===== src/rtl/spi_cfg_pkg.sv =====
package spi_cfg_pkg;
  localparam int ADDR_W = 6;
  localparam logic [ADDR_W-1:0] STAT_BASE = 6'h30;
  localparam logic [ADDR_W-1:0] PWR_ADDR  = 6'h3E;
  localparam logic [ADDR_W-1:0] FIFO_ADDR = 6'h3F;

  function automatic logic [7:0] cfg_rst_val(input int idx);
    case (idx)
      4:       return 8'hD3;
      5:       return 8'h91;
      6:       return 8'hFF;
      default: return 8'h00;
    endcase
  endfunction
endpackage


===== src/rtl/spi_cfg_sync.sv =====
module spi_cfg_sync #(
  parameter int W = 1,
  parameter int STAGES = 2,
  parameter logic [W-1:0] RST_VAL = '0
) (
  input  logic         clk_i,
  input  logic         rst_ni,
  input  logic [W-1:0] d_i,
  output logic [W-1:0] q_o
);
  logic [W-1:0] q [STAGES];

  always_ff @(posedge clk_i or negedge rst_ni) begin
    if (!rst_ni) begin
      for (int i = 0; i < STAGES; i++) q[i] <= RST_VAL;
    end else begin
      q[0] <= d_i;
      for (int i = 1; i < STAGES; i++) q[i] <= q[i-1];
    end
  end

  assign q_o = q[STAGES-1];
endmodule


===== src/rtl/spi_cfg_shifter.sv =====
module spi_cfg_shifter (
  input  logic       clk_i,
  input  logic       rst_ni,
  input  logic       sclk_i,
  input  logic       si_i,
  input  logic       csn_i,
  input  logic [7:0] load_byte_i,
  output logic       byte_done_o,
  output logic [7:0] rx_byte_o,
  output logic       load_o,
  output logic       so_o
);
  logic       sclk_q, csn_q;
  logic [2:0] bit_cnt;
  logic [7:0] sh_in, sh_out;
  logic       rise, fall, csn_fall;

  assign rise     = sclk_i & ~sclk_q & ~csn_i;
  assign fall     = ~sclk_i & sclk_q & ~csn_i;
  assign csn_fall = csn_q & ~csn_i;
  // next byte is loaded on select fall or on the falling edge closing a byte
  assign load_o      = csn_fall | (fall & (bit_cnt == 3'd0));
  assign byte_done_o = rise & (bit_cnt == 3'd7);
  assign rx_byte_o   = {sh_in[6:0], si_i};
  assign so_o        = sh_out[7];

  always_ff @(posedge clk_i or negedge rst_ni) begin
    if (!rst_ni) begin
      sclk_q  <= 1'b0;
      csn_q   <= 1'b1;
      bit_cnt <= '0;
      sh_in   <= '0;
      sh_out  <= '0;
    end else begin
      sclk_q <= sclk_i;
      csn_q  <= csn_i;
      if (csn_i) begin
        bit_cnt <= '0;
      end else if (rise) begin
        sh_in   <= rx_byte_o;
        bit_cnt <= bit_cnt + 3'd1;
      end
      if (load_o)    sh_out <= load_byte_i;
      else if (fall) sh_out <= {sh_out[6:0], 1'b0};
    end
  end
endmodule


===== src/rtl/spi_cfg_regs.sv =====
module spi_cfg_regs import spi_cfg_pkg::*; #(
  parameter int NUM_CFG = 48,
  parameter int PWR_DEPTH = 8,
  localparam int PWR_IW = $clog2(PWR_DEPTH)
) (
  input  logic                   clk_i,
  input  logic                   rst_ni,
  input  logic [ADDR_W-1:0]      addr_i,
  input  logic                   cfg_we_i,
  input  logic [PWR_IW-1:0]      pwr_idx_i,
  input  logic                   pwr_we_i,
  input  logic [7:0]             wdata_i,
  output logic [7:0]             cfg_rd_o,
  output logic [7:0]             pwr_rd_o,
  output logic [NUM_CFG*8-1:0]   cfg_o,
  output logic [PWR_DEPTH*8-1:0] pwr_o
);
  logic [7:0] cfg_q [NUM_CFG];
  logic [7:0] pwr_q [PWR_DEPTH];

  for (genvar g = 0; g < NUM_CFG; g++) begin : g_cfg
    always_ff @(posedge clk_i or negedge rst_ni) begin
      if (!rst_ni) cfg_q[g] <= cfg_rst_val(g);
      else if (cfg_we_i && addr_i == ADDR_W'(g)) cfg_q[g] <= wdata_i;
    end
    assign cfg_o[g*8 +: 8] = cfg_q[g];
  end

  for (genvar g = 0; g < PWR_DEPTH; g++) begin : g_pwr
    always_ff @(posedge clk_i or negedge rst_ni) begin
      if (!rst_ni) pwr_q[g] <= '0;
      else if (pwr_we_i && pwr_idx_i == PWR_IW'(g)) pwr_q[g] <= wdata_i;
    end
    assign pwr_o[g*8 +: 8] = pwr_q[g];
  end

  always_comb begin
    cfg_rd_o = '0;
    for (int i = 0; i < NUM_CFG; i++)
      if (addr_i == ADDR_W'(i)) cfg_rd_o = cfg_q[i];
  end

  assign pwr_rd_o = pwr_q[pwr_idx_i];
endmodule


===== src/rtl/spi_cfg_port.sv =====
module spi_cfg_port import spi_cfg_pkg::*; #(
  parameter int NUM_CFG = 48,
  parameter int NUM_STAT = 14,
  parameter int PWR_DEPTH = 8,
  parameter int SYNC_STAGES = 2
) (
  input  logic                   clk_i,
  input  logic                   rst_ni,
  input  logic                   sclk_i,
  input  logic                   csn_i,
  input  logic                   si_i,
  output logic                   so_o,
  output logic                   so_oe_o,
  input  logic                   ready_i,
  input  logic [2:0]             state_i,
  input  logic [3:0]             rx_count_i,
  input  logic [3:0]             tx_free_i,
  input  logic [NUM_STAT*8-1:0]  status_bank_i,
  output logic [NUM_STAT-1:0]    strobe_o,
  output logic                   tx_push_o,
  output logic [7:0]             tx_data_o,
  output logic                   rx_pop_o,
  input  logic [7:0]             rx_data_i,
  output logic [NUM_CFG*8-1:0]   cfg_o,
  output logic [PWR_DEPTH*8-1:0] pwr_o
);
  localparam int PWR_IW = $clog2(PWR_DEPTH);
  localparam logic [ADDR_W-1:0] STAT_END = STAT_BASE + ADDR_W'(NUM_STAT);

  logic [2:0] pins_s;
  logic csn_s, sclk_s, si_s;

  spi_cfg_sync #(.W(3), .STAGES(SYNC_STAGES), .RST_VAL(3'b100)) u_sync (
    .clk_i, .rst_ni, .d_i({csn_i, sclk_i, si_i}), .q_o(pins_s)
  );
  assign {csn_s, sclk_s, si_s} = pins_s;

  logic              byte_done, load, so_bit;
  logic [7:0]        rx_byte, tx_byte, status_byte, rd_byte, cfg_rd, pwr_rd, stat_rd;
  logic              in_data, rw_q, burst_q;
  logic [ADDR_W-1:0] addr_q, hdr_addr, stat_off;
  logic [PWR_IW-1:0] pwr_idx;
  logic              hdr_in_stat, data_wr, cfg_we, pwr_we;

  spi_cfg_shifter u_shift (
    .clk_i, .rst_ni, .sclk_i(sclk_s), .si_i(si_s), .csn_i(csn_s),
    .load_byte_i(tx_byte), .byte_done_o(byte_done), .rx_byte_o(rx_byte),
    .load_o(load), .so_o(so_bit)
  );

  assign so_oe_o = ~csn_s;
  assign so_o    = so_oe_o & so_bit;

  assign hdr_addr    = rx_byte[ADDR_W-1:0];
  assign hdr_in_stat = (hdr_addr >= STAT_BASE) && (hdr_addr < STAT_END);
  assign data_wr     = byte_done & in_data & ~rw_q;
  assign cfg_we      = data_wr & (addr_q < ADDR_W'(NUM_CFG));
  assign pwr_we      = data_wr & (addr_q == PWR_ADDR);

  // count nibble follows the direction of the last header
  assign status_byte = {~ready_i, state_i, rw_q ? rx_count_i : tx_free_i};
  assign stat_off    = addr_q - STAT_BASE;

  always_comb begin
    stat_rd = '0;
    for (int i = 0; i < NUM_STAT; i++)
      if (stat_off == ADDR_W'(i)) stat_rd = status_bank_i[i*8 +: 8];
  end

  always_comb begin
    if (addr_q < ADDR_W'(NUM_CFG))                     rd_byte = cfg_rd;
    else if (addr_q == PWR_ADDR)                       rd_byte = pwr_rd;
    else if (addr_q == FIFO_ADDR)                      rd_byte = rx_data_i;
    else if (addr_q >= STAT_BASE && addr_q < STAT_END) rd_byte = stat_rd;
    else                                               rd_byte = '0;
  end

  assign tx_byte = (in_data && rw_q) ? rd_byte : status_byte;

  spi_cfg_regs #(.NUM_CFG(NUM_CFG), .PWR_DEPTH(PWR_DEPTH)) u_regs (
    .clk_i, .rst_ni, .addr_i(addr_q), .cfg_we_i(cfg_we), .pwr_idx_i(pwr_idx),
    .pwr_we_i(pwr_we), .wdata_i(rx_byte), .cfg_rd_o(cfg_rd), .pwr_rd_o(pwr_rd),
    .cfg_o, .pwr_o
  );

  always_ff @(posedge clk_i or negedge rst_ni) begin
    if (!rst_ni) begin
      in_data   <= 1'b0;
      rw_q      <= 1'b0;
      burst_q   <= 1'b0;
      addr_q    <= '0;
      pwr_idx   <= '0;
      strobe_o  <= '0;
      tx_push_o <= 1'b0;
      tx_data_o <= '0;
      rx_pop_o  <= 1'b0;
    end else begin
      strobe_o  <= '0;
      tx_push_o <= 1'b0;
      rx_pop_o  <= 1'b0;
      if (csn_s) begin
        in_data <= 1'b0;
        pwr_idx <= '0;
      end else if (byte_done) begin
        if (!in_data) begin
          rw_q    <= rx_byte[7];
          burst_q <= rx_byte[6];
          addr_q  <= hdr_addr;
          if (hdr_in_stat && !rx_byte[6])
            strobe_o <= NUM_STAT'(1) << (hdr_addr - STAT_BASE);
          else
            in_data <= 1'b1;
        end else begin
          if (addr_q == FIFO_ADDR) begin
            if (rw_q) rx_pop_o <= 1'b1;
            else begin
              tx_push_o <= 1'b1;
              tx_data_o <= rx_byte;
            end
          end
          if (addr_q == PWR_ADDR) pwr_idx <= pwr_idx + 1'b1;
          if (!burst_q) in_data <= 1'b0;
          else if (addr_q < PWR_ADDR) addr_q <= addr_q + 1'b1;
        end
      end
    end
  end
endmodule


===== config.mk =====
export PLATFORM = sky130hd
export DESIGN_NAME = spi_cfg_port
export DESIGN_NICKNAME = d
export VERILOG_FILES = /design/src/rtl/spi_cfg_pkg.sv /design/src/rtl/spi_cfg_sync.sv /design/src/rtl/spi_cfg_shifter.sv /design/src/rtl/spi_cfg_regs.sv /design/src/rtl/spi_cfg_port.sv
export SDC_FILE = /design/constraint.sdc
export NUM_CORES = 1
export LEC_CHECK = 0
export ABC_AREA = 1
export BUFFER_PORTS_ARGS = -buffer_cell sky130_fd_sc_hd__buf_2
export CORE_AREA = 10 10 230 232
export DETAILED_ROUTE_END_ITERATION = 10
export DIE_AREA = 0 0 240 242
export HOLD_SLACK_MARGIN = 0.15
export PLACE_DENSITY = 0.85
export SLEW_MARGIN = 30
export SYNTH_ARGS = -nofsm -noshare
export SYNTH_HDL_FRONTEND = slang
export SYNTH_HIERARCHICAL = 1
export SYNTH_SLANG_ARGS = --single-unit

===== constraint.sdc =====
create_clock -name clk_i -period 10.05 [get_ports clk_i]
set_input_delay 1.005 -clock clk_i [delete_from_list [all_inputs] [get_ports clk_i]]
set_output_delay 1.005 -clock clk_i [all_outputs]
set_load 0.02 [all_outputs]

==> results of run 1 <==
## synth_stat cells, types with 9 or more instances
cell type and count:
a22oi_1 17, nand3_1 117, or2_2 35, o21ai_0 502, nor2_4 16, nand2_1 1145
dfstp_2 19, nand4_1 86, clkbuf_1 131, inv_2 21, a21oi_1 75, ha_1 9
nor2_1 176, or2_0 9, nor3_1 11, inv_1 239, dfrtp_1 491
## registers in the layout, indices dropped and copies added (netlist names)
signal / flops
u_shift/sh_in: 7
tx_push_o: 1
rw_q: 1
u_shift/sclk_q: 1
pwr_idx: 3
u_sync/q: 3
u_sync/q_o: 3
u_regs/pwr_o: 64
burst_q: 1
strobe_o: 14
u_shift/bit_cnt: 3
addr_q: 6
u_regs/cfg_o: 384
tx_data_o: 8
u_shift/sh_out: 8
u_shift/csn_q: 1
rx_pop_o: 1
in_data: 1
## cell type report
class,count,area [um2]
Timing Repair Buffer,633,3260
Antenna cell,1,2.50
Multi-Input combinational cell,2267,10300
Sequential cell,510,12800
Clock inverter,27,292
Inverter,267,1000
Fill cell,4396,18600
Tap cell,622,778
Clock buffer,71,1480
## cell families (layout without fill, tap and decap cells)
logic type      Yosys count  count (layout)
xor+xnor                  2               2
buf+inv                 417             998
simple gates           1628            1628
compound gates          628             628
flops                   510             510
fa+ha+maj                 9               9
other cells               0               1
## worst max path at each step
stage	from	slack, ns	endpoint
CTS	addr_q[4]$_DFFE_PN0P_	5.68	u_shift/sh_out[4]$_DFFE_PN0P_
floorplan	addr_q[4]$_DFFE_PN0P_	6.88	u_shift/sh_out[6]$_DFFE_PN0P_
detailed placement	addr_q[4]$_DFFE_PN0P_	5.73	u_shift/sh_out[3]$_DFFE_PN0P_
global placement	addr_q[4]$_DFFE_PN0P_	5.87	u_shift/sh_out[7]$_DFFE_PN0P_
finish	addr_q[4]$_DFFE_PN0P_	5.57	u_shift/sh_out[7]$_DFFE_PN0P_
global route	addr_q[4]$_DFFE_PN0P_	5.15	u_shift/sh_out[6]$_DFFE_PN0P_
## worst max-delay path, delay by kind of cell (launching register included)
family | cells | cell delay [ns]
AND/OR/NAND/NOR | 33 | 3.13
flip-flops | 1 | 0.56
buffers and inverters | 2 | 0.44
AO/OA/AOI/OAI | 2 | 0.23
## routing by layer
metal / vias to the layer above / track usage [%] / share of wire, %
met5: - / 0 / 0
met4: 0 / 17.3 / 5.6
met3: 301 / 7.54 / 11
met2: 1712 / 51.2 / 45
met1: 11700 / 43.3 / 38
li1: 11400 / - / -
## where the power goes
part	internal, mW	total [mW]	leakage (nW)	switching, mW
registers	2.07	2.09	7.01	0.0216
logic	0.0489	0.309	7.47	0.260
clock network	1.16	2.00	0.864	0.840
total	3.28	4.40	15.3	1.12
## through the flow
stage | cell area (um2) | worst slack, ns | hold slack (ns) | power (mW) | util (%)
global placement | 28100 | 5.87 | 0.334 | 2.42 | 57.9
CTS | 29800 | 5.68 | 0.348 | 4.41 | 61.6
finish | 29900 | 5.57 | 0.293 | 4.40 | 61.7
global route | 29900 | 5.15 | 0.307 | 4.52 | 61.7
detailed placement | 28100 | 5.73 | 0.335 | 2.42 | 57.9
floorplan | 24700 | 6.88 | 0.331 | 2.23 | -
==> qor.txt, run 1 <==
Fmax = 223 MHz
Startpoint Class = register
Critical Path RT = 10.54 ns
Synth cell types = 48
Worst Tran Pin Value = 0.944 ns
Yosys top cell area share = 49.8%
Syn_nets = 3,340
Mux share of post-synthesis cell area = 0%
Horiz. Die Dim = 240 um
Post-synthesis simple-gate area fraction = 27.8%
Synth Area in Adders = 0.456%
Post-synthesis async set-or-reset flop share = 100%
Vias in the first global route = 23,700
Die area = 58,100 um2
Cell Pwr Density = 147 nW/um2
Post-Syn Area = 24,700 um2
Pleak = 15.3 nW
Pin count of the biggest net entering global routing = 133
Max VDD drop = 0.112 mV
Yosys reg bits = 510
RR Endpoint = u_shift/sh_out[7]$_DFFE_PN0P_
Bufs on Longest Clock Path = 3
Largest cells by area after synthesis = dfrtp_1 (50%), nand2_1 (17%), o21ai_0 (10%)
Max Slew Vio Count = 0
I/O Buffers = 610
First-pass GRT wire length = 149 mm
Largest fanout on the critical path = 16
# hold bufs at CTS = 0
Most frequent CP cell = nand2_1
Number of setup buffers added after CTS = 0
DP HPWL = 74.1 mm
Setup tns final = 0 ns
Hold Violations, Final = 0
Post-synth EDFFs = 0
Cts bufs inserted = 53
Drt wl/cell = 22.7 um
Max-slew headroom = 37.0%
Final Net Count = 3,878
CP endpoint kind = register
Post-route ant nets = 0
Clock Skew = 0.0232 ns
Outcome = complete, no violations
CTS HTree Levels = 2
CTS tree = built
Clk slew on worst S/H paths = 0.06 ns
Most used flip-flop cell after synthesis = dfrtp_1
Post-synthesis sequential area ratio = 51.8%
Cells after Synth = 3,194
Fin crit period = 4.48 ns
Synth Area in Compound Gates = 13.3%
Most frequent cells in the layout = nand2_1 (1,145), buf_2 (609), o21ai_0 (502)
DRT Pass-1 Iters = 6
Remaining DRCs = 0
Setup slack, reg-to-reg = 5.57 ns
Core Area = 48,400 um2
Clk sinks = 510
Crit path kind = reg2reg
Final setup viols = 0
CP max stage delay = 0.56 ns
Synthesis-to-finish area growth = 21.1%
Starting density of the core = 50.9%
Gpl congestion = 1.04
GRT overflow = 0
Initial antenna violation count = 2
Drt total wl = 100 mm
Ys Warns = 6
DR vias = 25,100
Largest family of logic cells by synthesized area = simple AND/OR/NAND/NOR gates
Hold WC Path Type = in2async
Final cell count without fillers = 4,398
Crit Reg-Reg Startpoint = addr_q[4]$_DFFE_PN0P_
GRT Total Usage = 33.3%
Yosys top cell by area = dfrtp_1
CP arrival = 4.96 ns
# resized after CTS = 0
Share of layout cells above drive strength 1 = 22.6%
Root Buffer = clkbuf_16
XOR/XNOR Fraction of Synth Area = 0.0710%
Vias per inst = 5.70
Row count = 81
RSZ-0062 raised after global routing = false
Worst-case reg-to-reg path depth = 37
Mean Syn Cell Area = 7.72 um2
Clock Latency Late Sink = 0.60 ns
Initial drt markers = 3,433
Placed Cells = 4,298
Commonest non-fill, non-tap cell in the layout = nand2_1
Number of I/O pins = 611
Die height = 242 um
Tcrit/Tclk final = 44.5%
CP max-delay cell = dfrtp_1
Max_cap viols = 0
(Power assumes the default switching activity.)
==> inputs of run 2 (changes only) <==
--- a/config.mk
+++ b/config.mk
@@ -7,9 +7,9 @@
 export LEC_CHECK = 0
 export ABC_AREA = 1
 export BUFFER_PORTS_ARGS = -buffer_cell sky130_fd_sc_hd__buf_2
-export CORE_AREA = 10 10 230 232
+export CORE_MARGIN = 10
+export CORE_UTILIZATION = 49
 export DETAILED_ROUTE_END_ITERATION = 10
-export DIE_AREA = 0 0 240 242
 export HOLD_SLACK_MARGIN = 0.15
 export PLACE_DENSITY = 0.85
 export SLEW_MARGIN = 30
==> constraint.sdc (replaced) <==
create_clock -name clk_i -period 3.8 [get_ports clk_i]
set_input_delay 0.38 -clock clk_i [delete_from_list [all_inputs] [get_ports clk_i]]
set_output_delay 0.38 -clock clk_i [all_outputs]
set_load 0.02 [all_outputs]
==> run 2 against run 1 <==
Net effect:
- the flow now finishes with violations (setup timing)
- wire length grew 2.2%
- flip-flop and latch count unchanged
- maximum frequency increased by 11%
- critical path type unchanged
- highest routed layer unchanged
==> qor.txt, run 2 (synthesized netlist as in run 1, its figures left out) <==
Outcome = finished, violations left (was complete, no violations)
Failing checks = setup timing
Cts bufs inserted = 52 (was 53)
Commonest non-fill, non-tap cell in the layout = nand2_1 (unchanged)
Bufs on Longest Clock Path = 3 (unchanged)
Post-route ant nets = 0 (unchanged)
Row count = 82 (was 81)
Synthesis-to-finish area growth = 27.4% (was 21.1%)
GRT met3 Usage = 7.60% (was 7.54%)
Most frequent CP cell = nand2_1 (unchanged)
Max reg flops = 384 (unchanged)
Worst Tran Pin Value = 0.907 ns (was 0.944 ns)
Final setup margin = -0.223 ns (was 5.57 ns)
Critical Path RT = 4.31 ns (was 10.54 ns)
Final setup viols = 8 (was 0)
Initial antenna violation count = 3 (was 2)
First-pass GRT wire length = 152 mm (was 149 mm)
Fin crit period = 4.02 ns (was 4.48 ns)
I/O Buffers = 610 (unchanged)
Startpoint Class = register (unchanged)
Clk sinks = 510 (unchanged)
Share of layout cells above drive strength 1 = 27.0% (was 22.6%)
GR Util met2 = 51.0% (was 51.2%)
Min-delay src = rx_count_i[3]
Fmax = 249 MHz (was 223 MHz)
Remaining DRCs = 0 (unchanged)
Core Area = 50,000 um2 (was 48,400 um2)
Cell Pwr Density = 380 nW/um2 (was 147 nW/um2)
Gpl congestion = 1.01 (was 1.04)
Root Buffer = clkbuf_16 (unchanged)
Met1 usage = 42.5% (was 43.3%)
Horiz. Die Dim = 244 um (was 240 um)
DR vias = 25,700 (was 25,100)
Die area = 59,700 um2 (was 58,100 um2)
Drt total wl = 102 mm (was 100 mm)
Setup slack, reg-to-reg = -0.22 ns (was 5.57 ns)
CTS HTree Levels = 2 (unchanged)
Crit Reg-Reg Startpoint = addr_q[4]$_DFFE_PN0P_ (unchanged)
Initial drt markers = 3,359 (was 3,433)
GRT overflow = 0 (unchanged)
Drt wl/cell = 22.3 um (was 22.7 um)
Vias in the first global route = 24,500 (was 23,700)
Power Total = 12.0 mW (was 4.40 mW)
Crit path kind = reg2reg (unchanged)
Hold Violations, Final = 0 (unchanged)
CP max stage delay = 0.40 ns (was 0.56 ns)
DRT Pass-1 Iters = 7 (was 6)
DP HPWL = 76.1 mm (was 74.1 mm)
Hold WC Path Type = in2reg (was in2async)
Largest fanout on the critical path = 7 (was 16)
Area of placed instances = 29,000 um2 (was 28,100 um2)
CTS tree = built (unchanged)
Clock Skew = 0.0215 ns (was 0.0232 ns)
Busiest grt layer = met2 (unchanged)
Starting density of the core = 49.4% (was 50.9%)
Clock Latency Late Sink = 0.62 ns (was 0.60 ns)
Most frequent cells in the layout = nand2_1 (1,125), buf_2 (609), o21ai_0 (502) (was nand2_1 (1,145), buf_2 (609), o21ai_0 (502))
Die height = 244 um (was 242 um)
Pleak = 16.2 nW (was 15.3 nW)
Max-slew headroom = 39.4% (was 37.0%)
Crit. Startpoint = addr_q[4]$_DFFE_PN0P_ (unchanged)
GRT Total Usage = 32.7% (was 33.3%)
Final instance area = 31,400 um2 (was 29,900 um2)
CP endpoint kind = register (unchanged)
CP arrival = 4.53 ns (was 4.96 ns)
Max VDD drop = 0.296 mV (was 0.112 mV)
Number of I/O pins = 611 (unchanged)
CP max-delay cell = dfrtp_1 (unchanged)
RSZ-0062 raised after global routing = true (was false)
Pin count of the biggest net entering global routing = 112 (was 133)
Vias per inst = 5.62 (was 5.70)
Final Net Count = 4,009 (was 3,878)
Clk slew on worst S/H paths = 0.06 ns (about the same)
Max Slew Vio Count = 0 (unchanged)
Max_cap viols = 0 (unchanged)
Tcrit/Tclk final = 106% (was 44.5%)
run 2: where the power goes:
part           internal, mW  switching, mW
sequential             5.47         0.0438
clock                  3.32           2.27
combinational         0.158          0.701
run 2: layout make-up:
type,count,area [um2]
tap,672,841
sequential,510,12800
antenna,1,2.50
timing repair buffer,765,4400
fill,4417,18500
clock inverter,33,417
inverter,267,1010
clock buffer,64,1450
multi-input combinational,2267,10500
run 2: what timing repair did:
item,in CTS,in global routing
gates resized for setup,43,45
endpoints found under the hold margin,99,0
endpoints found under the setup margin,8,8
setup buffers,12,9
cloned,0,0
hold buffers,6,0
pin swaps,63,87
run 2: final timing paths:
| kind | cells after the start | endpoint |
|---|---|---|
| max | 35 | u_shift/sh_out[6]$_DFFE_PN0P_ |
| min | 7 | u_shift/sh_out[3]$_DFFE_PN0P_ |
| max reg2reg | 35 | u_shift/sh_out[6]$_DFFE_PN0P_ |
| min reg2reg | 0 | u_sync/q_o[2]$_DFF_PN1_ |
| max in group asynchronous | 4 | u_regs/cfg_o[217]$_DFFE_PN0P_ |
| min in group asynchronous | 2 | u_regs/pwr_o[31]$_DFFE_PN0P_ |
run 2: worst max-delay path, delay by kind of cell, from the launching register on:
family          cells  cell delay, ns
buf+inv             5            0.44
simple gates       28            2.84
compound gates      2            0.22
flops               1            0.40
run 2: per-stage QoR:
stage / TNS (ns) / util, % / worst slack, ns / std cells / hold WS (ns)
2_1_floorplan: 0 / - / 0.629 / 3194 / 0.0844
3_3_place_gp: -0.0582 / 58.1 / -0.0317 / 4454 / 0.337
3_5_place_dp: -0.605 / 58.1 / -0.182 / 4454 / 0.351
4_1_cts: -0.450 / 62.4 / -0.150 / 4569 / 0.216
5_1_grt: -3.61 / 62.9 / -0.521 / 4579 / 0.271
6_report: -1.29 / 62.9 / -0.223 / 4579 / 0.230
run 2: per-layer routing:
layer  wire, um  vias to the layer above  part of all wire [%]
met3      11400                      301                    11
li1           -                    11600                     -
met1      38900                    12000                    38
met4       5380                        0                   5.3
met5          0                        -                     0
met2      46500                     1767                    46
